===== config.mk =====
export PLATFORM = sky130hd
export DESIGN_NAME = burst_req_sched
export DESIGN_NICKNAME = d
export VERILOG_FILES = /design/src/rtl/burst_req_sched.sv
export SDC_FILE = /design/constraint.sdc
export NUM_CORES = 1
export LEC_CHECK = 0
export ABC_AREA = 1
export BUFFER_PORTS_ARGS = -buffer_cell sky130_fd_sc_hd__buf_4
export CAP_MARGIN = 10
export CORE_MARGIN = 4
export CORE_UTILIZATION = 45
export CTS_CLUSTER_SIZE = 30
export DETAILED_ROUTE_END_ITERATION = 10
export HOLD_SLACK_MARGIN = 0.03
export PLACE_DENSITY = 0.72
export SETUP_SLACK_MARGIN = 0.1
export SYNTH_ARGS = -nofsm -noshare
export SYNTH_HDL_FRONTEND = slang
export SYNTH_SLANG_ARGS = --single-unit
export TNS_END_PERCENT = 50

===== constraint.sdc =====
create_clock -name clk -period 7.8 [get_ports clk]
set_input_delay 0.39 -clock clk [delete_from_list [all_inputs] [get_ports clk]]
set_output_delay 0.39 -clock clk [all_outputs]
set_load 0.02 [all_outputs]

===== src/rtl/burst_req_sched.sv =====
module burst_req_sched #(
  parameter int LEN_W   = 12,
  parameter int BLK_W   = 13,
  parameter int LVL_W   = 14,
  parameter int GAP_W   = 16,
  parameter int LEN_RST = 128,
  parameter int BLK_RST = 8191
) (
  input  logic             clk,
  input  logic             rst_n,
  input  logic [LEN_W-1:0] cfg_len,
  input  logic [BLK_W-1:0] cfg_blk,
  input  logic             cfg_by_blk,
  input  logic [GAP_W-1:0] cfg_gap,
  input  logic             cfg_mask_en,
  input  logic [LVL_W-1:0] fill_lvl,
  input  logic             dma_ack,
  input  logic             blk_done,
  input  logic             frame_end,
  input  logic             info_rd,
  output logic             req,
  output logic [LEN_W-1:0] act_len,
  output logic             cfg_upd,
  output logic             blk_end
);

  localparam int PC_W  = $clog2(GAP_W + 1);
  localparam int CMP_W = (LVL_W > LEN_W) ? LVL_W : LEN_W;

  logic             req_q;
  logic [PC_W-1:0]  gap_q;
  logic [PC_W-1:0]  gap_bits;
  logic [PC_W-1:0]  gap_load;
  logic [BLK_W-1:0] cnt_q;
  logic [BLK_W-1:0] blk_q;
  logic             masked, take, last_burst, blk_evt, load, fill_ok;

  always_comb begin
    gap_bits = '0;
    for (int i = 0; i < GAP_W; i++)
      gap_bits = gap_bits + PC_W'(cfg_gap[i]);
  end

  assign gap_load   = (gap_bits == '0) ? '0 : gap_bits - PC_W'(1);
  assign masked     = cfg_mask_en & info_rd;
  assign req        = req_q & ~masked;
  assign take       = req & dma_ack;
  assign last_burst = take && ((BLK_W+1)'(cnt_q) + (BLK_W+1)'(1) >= (BLK_W+1)'(blk_q));
  assign blk_evt    = last_burst | blk_done;
  assign load       = cfg_by_blk ? blk_evt : frame_end;
  assign fill_ok    = CMP_W'(fill_lvl) >= CMP_W'(act_len);

  always_ff @(posedge clk) begin
    if (!rst_n) begin
      req_q   <= 1'b0;
      gap_q   <= '0;
      cnt_q   <= '0;
      blk_q   <= BLK_W'(BLK_RST);
      act_len <= LEN_W'(LEN_RST);
      cfg_upd <= 1'b0;
      blk_end <= 1'b0;
    end else begin
      if (req_q)
        req_q <= ~take;
      else
        req_q <= (gap_q == '0) & fill_ok & ~masked;

      if (take)
        gap_q <= gap_load;
      else if (gap_q != '0)
        gap_q <= gap_q - PC_W'(1);

      if (blk_evt | frame_end)
        cnt_q <= '0;
      else if (take)
        cnt_q <= cnt_q + BLK_W'(1);

      if (load) begin
        act_len <= cfg_len;
        blk_q   <= cfg_blk;
      end
      cfg_upd <= load;
      blk_end <= blk_evt;
    end
  end

endmodule



==> results of run 1 <==
## report_power, final
group | total, mW | leakage (nW) | switching (mW) | internal (mW)
clock | 0.178 | 0.0524 | 0.0820 | 0.0960
sequential | 0.275 | 0.380 | 0.0155 | 0.260
combinational | 0.353 | 1.78 | 0.201 | 0.152
total | 0.806 | 2.22 | 0.298 | 0.508
## kinds of logic after synthesis
logic type	Yosys count	synth area share
and+or+nand+nor	202	0.271
buffers and inverters	112	0.139
AOI/OAI and AO/OA	49	0.0786
DFF	46	0.279
adders and majority gates	44	0.190
xor gates and xnor gates	14	0.0418
## registers in the layout, indices dropped and copies added (netlist names)
name,flops
blk_q,13
req_q,1
cnt_q,13
blk_end,1
gap_q,5
cfg_upd,1
act_len,12
## cells in the final DEF, fill, tap and decap left out, drive strengths merged
master	netlist	final
a21oi	40	40
dfxtp	46	46
a211oi	1	1
nor3	2	2
or2	4	4
and3	1	1
xnor2	3	3
ha	34	34
bufinv	0	1
o21ai	3	3
nand4	1	1
clkbuf	5	7
a22o	1	1
buf	10	77
xor2	11	11
nor2	34	34
nand3	53	53
inv	97	97
nand2	107	107
a31oi	2	2
fa	10	10
a21o	2	2
## area by class of cell
cell class / count / area (sq um) / area share
sequential: 46 / 921 / 0.230
clock buffer: 7 / 76.3 / 0.0191
timing repair buffer: 77 / 578 / 0.144
inverter: 97 / 364 / 0.0909
multi-input combinational: 309 / 1920 / 0.478
clock inverter: 1 / 30.0 / 0.00750
tap: 96 / 120 / 0.0300
## layer usage
| layer | track usage | wire (microns) | vias up |
|---|---|---|---|
| li1 | - | - | 1578 |
| met1 | 0.221 | 3220 | 1369 |
| met2 | 0.320 | 3590 | 64 |
| met3 | 0.0257 | 345 | 9 |
| met4 | 0.0433 | 85 | 0 |
| met5 | 0 | 0 | - |
## stage by stage
stage | instances | utilization | hold slack [ns]
after floorplan | 467 | - | 0.429
after global placement | 625 | 0.562 | 0.441
after detailed placement | 625 | 0.562 | 0.447
after CTS | 633 | 0.577 | 0.318
after global routing | 633 | 0.577 | 0.319
final | 633 | 0.577 | 0.323
## critical path, cell delays in order
cell and delay (ns):
sky130_fd_sc_hd__buf_4 0.07, sky130_fd_sc_hd__inv_1 0.04, sky130_fd_sc_hd__fa_1 0.57, sky130_fd_sc_hd__fa_1 0.44
sky130_fd_sc_hd__fa_1 0.53, sky130_fd_sc_hd__fa_1 0.42, sky130_fd_sc_hd__inv_1 0.08, sky130_fd_sc_hd__ha_1 0.16
sky130_fd_sc_hd__inv_1 0.05, sky130_fd_sc_hd__fa_1 0.51, sky130_fd_sc_hd__ha_1 0.20, sky130_fd_sc_hd__nand3_1 0.11
sky130_fd_sc_hd__or2_2 0.33, sky130_fd_sc_hd__nand2_1 0.07, sky130_fd_sc_hd__a21oi_1 0.06
## final timing paths
path | from | endpoint
worst min-delay path | cfg_blk[8] | blk_q[8]$_SDFFE_PN1P_
worst max-delay path | cfg_gap[0] | gap_q[2]$_SDFFE_PN0P_
worst min register to register | blk_q[2]$_SDFFE_PN1P_ | blk_q[2]$_SDFFE_PN1P_
worst max register to register | cnt_q[0]$_SDFFE_PP0P_ | blk_q[11]$_SDFFE_PN1P_
==> impl_metrics.tcl, run 1 <==
set metrics [dict create \
    status "completed" \
    die-height_microns 93.6 \
    number_of_gates_resized_after_cts 0 \
    synth_top_cells_by_area "sky130_fd_sc_hd__dfxtp_1, sky130_fd_sc_hd__ha_1, sky130_fd_sc_hd__nand2_1" \
    die_width_microns 93.6 \
    syn-instance-count 467 \
    cts_num_sinks 46 \
    final_nets 643 \
    setup_violations 0 \
    grt_antenna_before_repair 0 \
    grt_first_pass_wirelength_microns 12900 \
    synth_async_sr_flop_share 0 \
    setup.reg_to_reg.worst_slack_ns 4.52 \
    layout_min_cycle_time_ns 3.87 \
    detail_route.wl_per_cell_microns 11.4 \
    floorplan.io_pins 78 \
    antennaDiodeCount 0 \
    post_cts.repair.setup_buffers 0 \
    ir_drop_mv 0.193 \
    worst-endpoint-arrival_ns 4.04 \
    placedInstanceArea_sq_um 3900 \
    drcViolationCount 0 \
    clkLatencyLatePin_ns 0.30 \
    critPathMaxFanout 4 \
    area_growth_pct 21.6 \
    ys_dominant_reg_cell "sky130_fd_sc_hd__dfxtp_1" \
    tritoncts "yes" \
    yosysWarningCount 0 \
    power.leakage_nw 2.22 \
    detailedPlacementHpwl_microns 5690 \
    r2r_cells 22 \
    max_slew.worst_pin.slew_ns 0.720 \
    worst-setup-path-type "in -> reg" \
    synthesis.nets 574 \
    fraction_of_synthesized_cell_area_taken_by_the_top_area_cell_type 0.279 \
    timing.critical_path.required_ns 7.96 \
    finClkSkew_ns 0.00603 \
    cts_inserted_buffers 5 \
    hp-class "in -> reg" \
    synth.yosys.seq_area_share 0.279 \
    vias 3020 \
    fmax_mhz 258 \
    start_util 0.475 \
    final_cycle_utilization_of_the_critical_path 0.497 \
    final.fill_count 664 \
    max-clock-path-buffers 2 \
    clk_pin_slew_worst_paths_ns 0.09 \
    drtPass1Iterations 4 \
    floorplan.rows 30 \
    yosys.cell_count.top_type "sky130_fd_sc_hd__nand2_1" \
    cts_htree_levels 2 \
    synth-seq-cells 46 \
    post-layout-total-power_uw 806 \
    synth_area_sq_um 3300 \
    antenna_violating_nets_post_route 0 \
    dr.first_iter.drc_count 157 \
    crit_path_start_kind "input pin" \
    wl_microns 7240 \
    ys_top_cells_by_count "sky130_fd_sc_hd__nand2_1, sky130_fd_sc_hd__inv_1, sky130_fd_sc_hd__nand3_1" \
    ctsHoldBuffers 0 \
    core_region_area_sq_um 6940 \
    routed_via_density 4.77 \
    setup_slack_ns 3.93 \
    portBuffers 77 \
    die_area_sq_um 8760 \
    dpl_worst_slack_ns 3.59 \
    worst_slew_margin_relative_to_its_limit 0.520 \
    synth.largest_area_cell "sky130_fd_sc_hd__dfxtp_1" \
    gp_congestion 0.771 \
    hold_viol_final 0 \
    power_density_nw_per_um2 201 \
    post_route_cells_drive_above_1_share 0.192 \
    critical_path.endpoint_type "flop" \
    instance_count_along_the_most_critical_hold_path 3 \
    first_global_vias 2982 \
    setup_repair_after_global_routing_missed_its_margin "false" \
    postSynthAreaPerCell_sq_um 7.06 \
    synth-edff-count 0 \
    slew_viol_final 0 \
    final_area_sq_um 4010 \
    global_route_total_usage_across_every_layer 0.177 \
    pin_count_of_the_biggest_net_entering_global_routing 38 \
    maximum_capacitance_violations 0 \
    ctsRootBufferMaster "sky130_fd_sc_hd__clkbuf_8" \
    finalSetupTns_ns 0 \
    globalRoute.totalOverflow 0 \
    number_of_distinct_library_cells_after_synthesis 32 \
]
(Power assumes the default switching activity.)
==> inputs of run 2 (changes only) <==
Clock period 7.8 ns to 3.8 ns, I/O delays scaled along.
==> impl_metrics.tcl, run 2 (synthesized netlist as in run 1, its figures left out) <==
set metrics [dict create \
    crit_path_max_incr_delay_ns 0.56 \
    status "completed" \
    max_slew.worst_pin.slew_ns 0.743 \
    cts_num_sinks 46 \
    start_util 0.475 \
    placedInstanceArea_sq_um 3920 \
    post_cts.repair.setup_buffers 0 \
    finClkSkew_ns 0.0109 \
    timing.critical_path.required_ns 3.97 \
    fmax_mhz 279 \
    critical_path.endpoint_type "flop" \
    antennaDiodeCount 0 \
    hold_viol_final 0 \
    global_route_total_usage_across_every_layer 0.175 \
    first_global_vias 2983 \
    setup_repair_after_global_routing_missed_its_margin "true" \
    intPower_mw 1.07 \
    layout_common_cells "sky130_fd_sc_hd__nand2_1, sky130_fd_sc_hd__inv_1, sky130_fd_sc_hd__buf_4" \
    layout_commonest_cell "sky130_fd_sc_hd__nand2_1" \
    vias 3029 \
    post_route_cells_drive_above_1_share 0.217 \
    gp_congestion 0.774 \
    wl_microns 7550 \
    grt_antenna_before_repair 0 \
    ctsRootBufferMaster "sky130_fd_sc_hd__clkbuf_8" \
    pin_count_of_the_biggest_net_entering_global_routing 38 \
    slew_viol_final 0 \
    hp-class "in -> reg" \
    antenna_violating_nets_post_route 0 \
    crit_path_start_kind "input pin" \
    die_width_microns 93.6 \
    multiInputGateArea_sq_um 1960 \
    sequentialPowerShare 0.323 \
    cts_inserted_buffers 5 \
    layout_min_cycle_time_ns 3.59 \
    r2r_cells 22 \
    power.leakage_nw 2.23 \
    clock_power_share 0.180 \
    die-height_microns 93.6 \
    max-clock-path-buffers 2 \
    layout_top_registers "blk_q (13), cnt_q (13), act_len (12)" \
    power_density_nw_per_um2 430 \
    routed_via_density 4.76 \
    floorplan.io_pins 78 \
    critPathMaxFanout 4 \
    globalRoute.totalOverflow 0 \
    ir_drop_mv 0.303 \
    worst-endpoint-arrival_ns 3.76 \
    area_growth_pct 23.1 \
    layout.cells.non_filler 636 \
    clk_pin_slew_worst_paths_ns 0.09 \
    detailedPlacementHpwl_microns 5870 \
    switching_share 0.384 \
    final_nets 646 \
    dr.first_iter.drc_count 109 \
    cts_htree_levels 2 \
    switchingPower_uw 670 \
    worst_slew_margin_relative_to_its_limit 0.505 \
    instance_count_along_the_most_critical_hold_path 3 \
    path_common_cell "sky130_fd_sc_hd__fa_1" \
    maximum_capacitance_violations 0 \
    grt_first_pass_wirelength_microns 12500 \
    whs_ns 0.126 \
    crit_chain "buf_4, inv_1, fa_1, fa_1, fa_1, fa_1, inv_1, ha_2, inv_2, fa_2, ha_4, nand3_2, or2_4, nand2_1, a21oi_1" \
    tritoncts "yes" \
    portBuffers 77 \
    die_area_sq_um 8760 \
    crit_path_top_delay_cell "sky130_fd_sc_hd__fa_1" \
    detail_route.wl_per_cell_microns 11.9 \
    clkLatencyLatePin_ns 0.31 \
    numPlacedInstances 628 \
    worst-setup-path-type "in -> reg" \
    sequential_cell_area_sq_um 921 \
    setup_violations 0 \
    core_region_area_sq_um 6940 \
    pwr-share-comb 0.496 \
    floorplan.rows 30 \
    final_cycle_utilization_of_the_critical_path 0.944 \
    drtPass1Iterations 7 \
    final.fill_count 671 \
    final_area_sq_um 4060 \
    drcViolationCount 0 \
]
[run 2: path summary, 6_finish.rpt]
check / from / to / slack, ns
worst max-delay path: cfg_gap[15] / gap_q[0]$_SDFFE_PN0P_ / 0.21
worst min-delay path: cfg_blk[8] / blk_q[8]$_SDFFE_PN1P_ / 0.13
worst max register to register: cnt_q[0]$_SDFFE_PP0P_ / blk_q[2]$_SDFFE_PN1P_ / 0.49
worst min register to register: blk_q[6]$_SDFFE_PN1P_ / blk_q[6]$_SDFFE_PN1P_ / 0.47
[run 2: power by group through the flow]
stage	Clock, mW	Combinational [mW]	Sequential (mW)
6_report	0.314	0.866	0.564
5_1_grt	0.334	0.987	0.571
4_1_cts	0.320	0.784	0.564
3_5_place_dp	0	0.782	0.575
3_3_place_gp	0	0.746	0.574
2_1_floorplan	0	0.532	0.582
[run 2: metal layers]
layer	up-vias	wire length [microns]	track usage
li1	1584	-	-
met1	1370	3360	0.203
met2	69	3750	0.325
met3	6	367	0.0362
met4	0	80	0.0445
met5	-	0	0
[run 2: repair_timing]
item                                    4_1_cts  5_1_grt
endpoints found under the hold margin         0        0
resized for setup                             0       13
hold buffers                                  0        0
endpoints found under the setup margin        0        4
[run 2: area by class of cell]
class                           count  area share
Clock buffer                        7      0.0213
Sequential cell                    46       0.227
Multi-Input combinational cell    309       0.483
Tap cell                           96      0.0296
Inverter                           97      0.0897
Clock inverter                      1     0.00123
Timing Repair Buffer               80       0.148
[run 2: worst max-delay path: cells and delay by family]
kind                       cells  cell delay [ns]
adders and majority gates      7             2.85
buffers and inverters          4             0.23
and+or+nand+nor                3             0.42
AOI/OAI and AO/OA              1             0.06
[run 2: metrics by stage]
stage | setup TNS (ns) | util | power (mW) | setup slack, ns
after detailed placement | -0.539 | 0.565 | 1.36 | -0.138
after CTS | 0 | 0.578 | 1.67 | 0.185
after floorplan | 0 | - | 1.11 | 0.115
after global placement | -0.178 | 0.565 | 1.32 | -0.0491
final | 0 | 0.584 | 1.74 | 0.212
after global routing | 0 | 0.584 | 1.89 | 0.0821
